[config.mk]
export PLATFORM = sky130hd
export DESIGN_NAME = ttx_inserter
export DESIGN_NICKNAME = d
export VERILOG_FILES = /design/src/rtl/ttx_pkg.sv /design/src/rtl/ttx_line_gate.sv /design/src/rtl/ttx_bit_clock.sv /design/src/rtl/ttx_take_stage.sv /design/src/rtl/ttx_inserter.sv
export SDC_FILE = /design/constraint.sdc
export NUM_CORES = 1
export LEC_CHECK = 0
export ABC_AREA = 1
export BUFFER_PORTS_ARGS = -buffer_cell sky130_fd_sc_hd__buf_2
export CORE_MARGIN = 5
export CORE_UTILIZATION = 45
export DETAILED_ROUTE_END_ITERATION = 6
export PLACE_DENSITY = 0.64
export RECOVER_POWER = 100
export SLEW_MARGIN = 5
export SYNTH_ARGS = -nofsm -noshare
export SYNTH_HDL_FRONTEND = slang
export SYNTH_HIERARCHICAL = 1
export SYNTH_SLANG_ARGS = --single-unit
[constraint.sdc]
create_clock -name clk -period 4.8 [get_ports clk]
set_input_delay 0.24 -clock clk [delete_from_list [all_inputs] [get_ports clk]]
set_output_delay 0.24 -clock clk [all_outputs]
set_load 0.02 [all_outputs]
[src/rtl/ttx_pkg.sv]
`timescale 1ns/1ps
package ttx_pkg;
    // One clock of the bit engine: a bit boundary, and whether a bit is taken there
    typedef struct packed {
        logic req;
        logic tick;
    } ttx_evt_t;
endpackage

[src/rtl/ttx_line_gate.sv]
`timescale 1ns/1ps
module ttx_line_gate #(
    parameter int LINES      = 24,
    parameter int LINE_NUM_W = 10
) (
    input  logic                  clk,
    input  logic                  rst_n,
    input  logic                  line_start,
    input  logic [LINE_NUM_W-1:0] line_num,
    input  logic                  field_odd,
    input  logic                  fmt_625,
    input  logic                  ttx_en,
    input  logic [LINES-1:0]      odd_mask,
    input  logic [LINES-1:0]      even_mask,
    output logic                  line_en
);
    localparam int IDX_W = (LINES > 1) ? $clog2(LINES) : 1;

    logic line_en_d, line_en_q;
    logic [LINES-1:0] sel_mask;
    logic             in_range;

    always_comb begin
        sel_mask  = field_odd ? odd_mask : even_mask;
        in_range  = (int'(line_num) < LINES);
        line_en_d = line_en_q;
        if (line_start) begin
            line_en_d = fmt_625 & ttx_en & in_range & sel_mask[line_num[IDX_W-1:0]];
        end
    end

    always_ff @(posedge clk) begin
        if (!rst_n) line_en_q <= 1'b0;
        else        line_en_q <= line_en_d;
    end

    assign line_en = line_en_q;

    AST_EN_HELD: assert property (@(posedge clk) disable iff (!rst_n)
        !line_start |=> $stable(line_en_q));
endmodule

[src/rtl/ttx_bit_clock.sv]
`timescale 1ns/1ps
module ttx_bit_clock
    import ttx_pkg::*;
#(
    parameter int LINE_CLKS = 1728,
    parameter int STEP      = 111,
    parameter int MODULUS   = 432,
    parameter int BITS      = 360,
    parameter int START     = 240,
    parameter int ADV_W     = 4
) (
    input  logic             clk,
    input  logic             rst_n,
    input  logic             line_start,
    input  logic             line_en,
    input  logic [ADV_W-1:0] req_adv,
    output ttx_evt_t         evt,
    output logic [ADV_W-1:0] adv_held
);
    localparam int POS_MAX = LINE_CLKS + (1 << ADV_W);
    localparam int POS_W   = $clog2(POS_MAX + 1);
    localparam int ACC_W   = $clog2(MODULUS);
    localparam int SUM_W   = ACC_W + 1;
    localparam int CNT_W   = $clog2(BITS + 1);
    localparam logic [POS_W-1:0] POS_TOP   = POS_W'(POS_MAX);
    localparam logic [POS_W-1:0] POS_START = POS_W'(START);
    localparam logic [SUM_W-1:0] STEP_S    = SUM_W'(STEP);
    localparam logic [SUM_W-1:0] MOD_S     = SUM_W'(MODULUS);
    localparam logic [CNT_W-1:0] CNT_TOP   = CNT_W'(BITS);

    // The engine runs req_adv clocks ahead of the sampling clocks
    typedef struct packed {
        logic [POS_W-1:0] pos;
        logic [ACC_W-1:0] acc;
        logic [CNT_W-1:0] cnt;
        logic [ADV_W-1:0] adv;
    } clk_state_t;

    clk_state_t st_d, st_q;
    logic [SUM_W-1:0] sum;
    logic             tick, req;
    logic [31:0]      acc_init;

    always_comb begin
        st_d     = st_q;
        sum      = {1'b0, st_q.acc} + STEP_S;
        tick     = (sum >= MOD_S);
        req      = line_en & (st_q.pos >= POS_START) & tick & (st_q.cnt < CNT_TOP);
        acc_init = (32'(req_adv) * 32'(STEP)) % 32'(MODULUS);

        st_d.acc = tick ? ACC_W'(sum - MOD_S) : ACC_W'(sum);
        st_d.pos = (st_q.pos == POS_TOP) ? st_q.pos : st_q.pos + 1'b1;
        st_d.cnt = st_q.cnt + CNT_W'(req);
        if (line_start) begin
            st_d.pos = POS_W'(req_adv);
            st_d.acc = ACC_W'(acc_init);
            st_d.cnt = '0;
            st_d.adv = req_adv;
        end
    end

    always_ff @(posedge clk) begin
        if (!rst_n) st_q <= '0;
        else        st_q <= st_d;
    end

    assign evt.req  = req;
    assign evt.tick = tick;
    assign adv_held = st_q.adv;

    AST_REQ_NEEDS_LINE: assert property (@(posedge clk) disable iff (!rst_n)
        evt.req |-> line_en);
endmodule

[src/rtl/ttx_take_stage.sv]
`timescale 1ns/1ps
module ttx_take_stage
    import ttx_pkg::*;
#(
    parameter int STEP    = 111,
    parameter int MODULUS = 432,
    parameter int ADV_W   = 4
) (
    input  logic             clk,
    input  logic             rst_n,
    input  logic             line_start,
    input  ttx_evt_t         evt,
    input  logic [ADV_W-1:0] adv_held,
    input  logic             test_pat,
    input  logic             ttx_data,
    output logic             ins_bit,
    output logic             ins_valid
);
    localparam int DEPTH   = 1 << ADV_W;
    localparam int MIN_GAP = MODULUS / STEP;
    localparam int MAX_GAP = (MODULUS + STEP - 1) / STEP;

    typedef struct packed {
        ttx_evt_t [DEPTH-1:0] hist;
        logic                 dat;
        logic                 valid;
        logic                 pat;
    } take_state_t;

    take_state_t st_d, st_q;
    ttx_evt_t    dly;
    logic        take;

    always_comb begin
        st_d = st_q;
        dly  = (adv_held == '0) ? evt : st_q.hist[adv_held - 1'b1];
        take = dly.req;
        st_d.hist = {st_q.hist[DEPTH-2:0], evt};
        if (line_start) begin
            st_d.hist  = '0;
            st_d.dat   = 1'b0;
            st_d.valid = 1'b0;
            st_d.pat   = 1'b0;
        end else if (take) begin
            st_d.dat   = test_pat ? ~st_q.pat : ttx_data;
            st_d.pat   = ~st_q.pat;
            st_d.valid = 1'b1;
        end else if (dly.tick) begin
            st_d.valid = 1'b0;
        end
    end

    always_ff @(posedge clk) begin
        if (!rst_n) st_q <= '0;
        else        st_q <= st_d;
    end

    assign ins_bit   = st_q.dat;
    assign ins_valid = st_q.valid;

    // Spacing and pattern trackers used by the assertions only
    logic [7:0] gap_q;
    logic       last_test_q;
    always_ff @(posedge clk) begin
        if (!rst_n || line_start) begin
            gap_q       <= '0;
            last_test_q <= 1'b0;
        end else if (take) begin
            gap_q       <= 8'd1;
            last_test_q <= test_pat;
        end else if (gap_q != '0 && gap_q != 8'hFF) begin
            gap_q       <= gap_q + 1'b1;
        end
    end

    AST_BIT_SPACING: assert property (@(posedge clk) disable iff (!rst_n)
        (take && !line_start && gap_q != '0) |->
            (int'(gap_q) >= MIN_GAP && int'(gap_q) <= MAX_GAP));
    AST_VALID_AFTER_TAKE: assert property (@(posedge clk) disable iff (!rst_n)
        (take && !line_start) |=> ins_valid);
    AST_PATTERN_FLIPS: assert property (@(posedge clk) disable iff (!rst_n)
        (take && !line_start && test_pat && last_test_q) |=> (ins_bit != $past(ins_bit)));
endmodule

[src/rtl/ttx_inserter.sv]
`timescale 1ns/1ps
module ttx_inserter
    import ttx_pkg::*;
#(
    parameter int LINE_CLKS  = 1728,
    parameter int STEP       = 111,
    parameter int MODULUS    = 432,
    parameter int BITS       = 360,
    parameter int START      = 240,
    parameter int ADV_W      = 4,
    parameter int LINES      = 24,
    parameter int LINE_NUM_W = 10
) (
    input  logic                  clk,
    input  logic                  rst_n,
    input  logic                  line_start,
    input  logic [LINE_NUM_W-1:0] line_num,
    input  logic                  field_odd,
    input  logic                  fmt_625,
    input  logic                  ttx_en,
    input  logic                  test_pat,
    input  logic [ADV_W-1:0]      req_adv,
    input  logic [LINES-1:0]      odd_mask,
    input  logic [LINES-1:0]      even_mask,
    input  logic                  ttx_data,
    output logic                  ttx_req,
    output logic                  ins_bit,
    output logic                  ins_valid
);
    logic             line_en;
    ttx_evt_t         evt;
    logic [ADV_W-1:0] adv_held;

    ttx_line_gate #(.LINES(LINES), .LINE_NUM_W(LINE_NUM_W)) gate_i (
        .clk(clk), .rst_n(rst_n), .line_start(line_start),
        .line_num(line_num), .field_odd(field_odd), .fmt_625(fmt_625),
        .ttx_en(ttx_en), .odd_mask(odd_mask), .even_mask(even_mask),
        .line_en(line_en)
    );

    ttx_bit_clock #(.LINE_CLKS(LINE_CLKS), .STEP(STEP), .MODULUS(MODULUS),
                    .BITS(BITS), .START(START), .ADV_W(ADV_W)) clock_i (
        .clk(clk), .rst_n(rst_n), .line_start(line_start), .line_en(line_en),
        .req_adv(req_adv), .evt(evt), .adv_held(adv_held)
    );

    ttx_take_stage #(.STEP(STEP), .MODULUS(MODULUS), .ADV_W(ADV_W)) take_i (
        .clk(clk), .rst_n(rst_n), .line_start(line_start), .evt(evt),
        .adv_held(adv_held), .test_pat(test_pat), .ttx_data(ttx_data),
        .ins_bit(ins_bit), .ins_valid(ins_valid)
    );

    assign ttx_req = evt.req;

    AST_IDLE_WHEN_OFF: assert property (@(posedge clk) disable iff (!rst_n)
        (!line_en && !line_start) |=> !ttx_req);
endmodule

==> qor.yml <==
global_routing:
  grtUsageMet2_pct: 30.0
  antenna_found_initial: 0
  grt_first_pass_wirelength_um: 19100
  first_global_vias: 4589
  grt_max_degree: 34
  globalRouteTotalUtil_pct: 17.2
  grt-busiest-layer: "met2"
  met3_usage_pct: 2.26
  met1_usage_pct: 21.9
  overflow: 0
detailed_routing:
  ant_nets: 0
  wirelength_um: 10700
  drt_iter0_drc: 179
  drt-vias-per-instance: 4.83
  remaining_drc_errors: 0
  wl_per_cell_um: 11.1
  vias: 4683
  dr.pass1.iters: 4
layout:
  final_cells: 969
  fin_util_pct: 51.1
  syn2layout_area_growth_pct: 11.4
  nFillCells: 1110
  antennaDiodeCount: 0
  drive_above_1_share_pct: 15.0
  nNetsFinal: 927
yosys:
  yosys.cell_count.top_type: "nand2_1"
  synth_top_area_cell: "dfxtp_1"
  syn-num-nets: 865
  ys_seq_area_share_pct: 27.9
  ys_types: 42
  yosys-top-cells-area: "dfxtp_1, nand2_1, inv_1, nand3_1, ha_1"
  avgSynthCellArea_um2: 6.50
  synth_area_um2: 4950
  yosys.area.top_type_share_pct: 27.9
  syn_inst: 762
  synthArstFlopShare_pct: 0
  synth_commonest_cells: "nand2_1, inv_1, nand3_1"
  synth_seq_cells: 69
  synthFlopType: "dfxtp_1"
  synth_edf_count: 0
  synth-warning-count: 6
worst_setup_path:
  worstSetupStartpoint: "req_adv[1]"
  timing.rr.start: "clock_i/st_q[14]$_SDFF_PN0_"
  worst-r2r-setup-slack_ns: 1.27
  path_max_fanout: 6
  critPathLaunchType: "primary input"
  cp.arrival_ns: 4.43
  path_class: "in2reg"
  worstPathRequired_ns: 5.08
  critPathCaptureType: "register"
  ff2ff_path_depth: 21
  reg2reg_to: "clock_i/st_q[12]$_SDFF_PP0_"
timing:
  worstMarginPinSlew_ns: 1.08
  hold_ws_ns: 0.184
  relSlewSlack_pct: 28.2
  setup_viol: 0
  tns_ns: 0
  rsz0062_at_grt: "false"
  max_freq_ghz: 0.241
  min_period_ns: 4.15
  drv_slew: 0
  hold_violations: 0
  final.period_utilization_pct: 86.5
  clock-skew-final_ns: 0.0110
min_path:
  min_delay_worst_endpoint: "gate_i/line_en$_SDFFE_PN0P_"
  holdCritPathClass: "in2reg"
  min_from: "rst_n"
  worstHoldPathCells: 3
place:
  dp.cells: 953
  routabilityCongestion: 0.840
  port-buffer-count: 72
  dp_hpwl_um: 8530
clocking:
  cts_tree: "done"
  clock-root-buffer: "clkbuf_8"
  cts.sinks: 69
  cts_buffers: 9
  cts_max_path_buffers: 2
  postCtsHoldBufs: 0
  cts_max_level: 3
  clock_latency_ns: 0.35
  cts_resized: 0
  path_clk_slew_ns: 0.08
  cts_setup_buffers: 0
floorplanning:
  die_h_um: 115
  die_w_um: 115
  die-area_um2: 13200
  rows: 38
  io_pins: 73
  initial_core_util_pct: 45.9
  core-area_um2: 10800
run:
  drv_cap: 0
pwr:
  ir_drop_mv: 0.182
  cellLeakagePower_uw: 0.00270
  power_uw: 2080
  cellPowerDensity_nw_per_um2: 377
run_status:
  status: "finished, final reports clean"
-- layout make-up --
class                   count  area (µm²)  share of cell area [%]
flip-flops and latches     69        1380                    25.0
multi-input cells         531        2860                    51.9
inverters                 139         531                    9.62
repair buffers             74         363                    6.58
well taps                 140         175                    3.18
clock buffers               9         124                    2.25
clock inverters             7        80.1                    1.45
-- logic make-up (layout without fill, tap and decap cells) --
kind of cell | after synthesis | in the layout | synth area share (%)
xor gates and xnor gates | 14 | 14 | 2.48
and+or+nand+nor | 418 | 418 | 38.8
AOI/OAI and AO/OA | 66 | 66 | 7.71
DFF | 69 | 69 | 27.9
buffers and inverters | 162 | 229 | 14.1
adders and majority gates | 33 | 33 | 9.10
-- registers in the layout, indices dropped and copies added (netlist names) --
name,cells
gate_i/line_en,1
take_i/ins_valid,1
clock_i/adv_held,4
take_i/ins_bit,1
clock_i/st_q,29
take_i/st_q,33
-- per-stage QoR --
| stage | setup slack, ns | instance area [µm²] |
|---|---|---|
| 6_report | 0.647 | 5520 |
| 5_1_grt | 0.257 | 5520 |
| 4_1_cts | 0.808 | 5540 |
| 3_5_place_dp | 0.428 | 5340 |
| 3_3_place_gp | 0.584 | 5340 |
| 2_1_floorplan | 0.943 | 4950 |
-- cell usage in the layout, fill, tap and decap left out, drive strengths merged, types with 10 or more instances in the layout --
master / netlist / routed
buf: 21 / 66
nand2: 216 / 216
dfxtp: 69 / 69
nand4: 12 / 12
nand3: 100 / 100
xor2: 10 / 10
o21ai: 23 / 23
clkbuf: 2 / 17
a21oi: 32 / 32
inv: 138 / 141
nor2: 77 / 77
ha: 28 / 28
-- where the power goes --
| part | switching (µW) | total (µW) | internal (µW) |
|---|---|---|---|
| sequential | 19.0 | 623 | 604 |
| combinational | 622 | 974 | 352 |
| clock | 237 | 483 | 246 |
-- critical path, cell delays in order --
cell and delay [ns]:
clkbuf_1 0.17, fa_1 0.60, inv_1 0.06, fa_1 0.48, fa_1 0.49, inv_1 0.09
nand3_1 0.09, nand2_1 0.11, nand2_1 0.07, nand2_2 0.10, nand3_2 0.11, a21oi_1 0.17
ha_1 0.25, inv_1 0.09, nand2_4 0.06, a21boi_4 0.19, nand3_1 0.22, nand2_2 0.14
nand3_2 0.11, nand2_4 0.12, nand3_4 0.10, nand2_4 0.09, nand2_2 0.04, nand2_1 0.05
nand2_1 0.05, a21oi_2 0.12
-- how the worst max path moves through the flow --
stage | end | slack, ns
finish | clock_i/st_q[20]$_SDFF_PN0_ | 0.65
global route | clock_i/st_q[20]$_SDFF_PN0_ | 0.26
CTS | clock_i/st_q[18]$_SDFF_PN0_ | 0.81
detailed placement | clock_i/st_q[18]$_SDFF_PN0_ | 0.43
global placement | clock_i/st_q[18]$_SDFF_PN0_ | 0.58
floorplan | clock_i/st_q[19]$_SDFF_PN0_ | 0.94
-- routing by layer --
metal | share of wire, % | vias up
li1 | - | 2517
met1 | 48 | 2078
met2 | 47 | 78
met3 | 3.3 | 10
met4 | 1.2 | 0
met5 | 0 | -
Power figures use the tool's default switching activity.
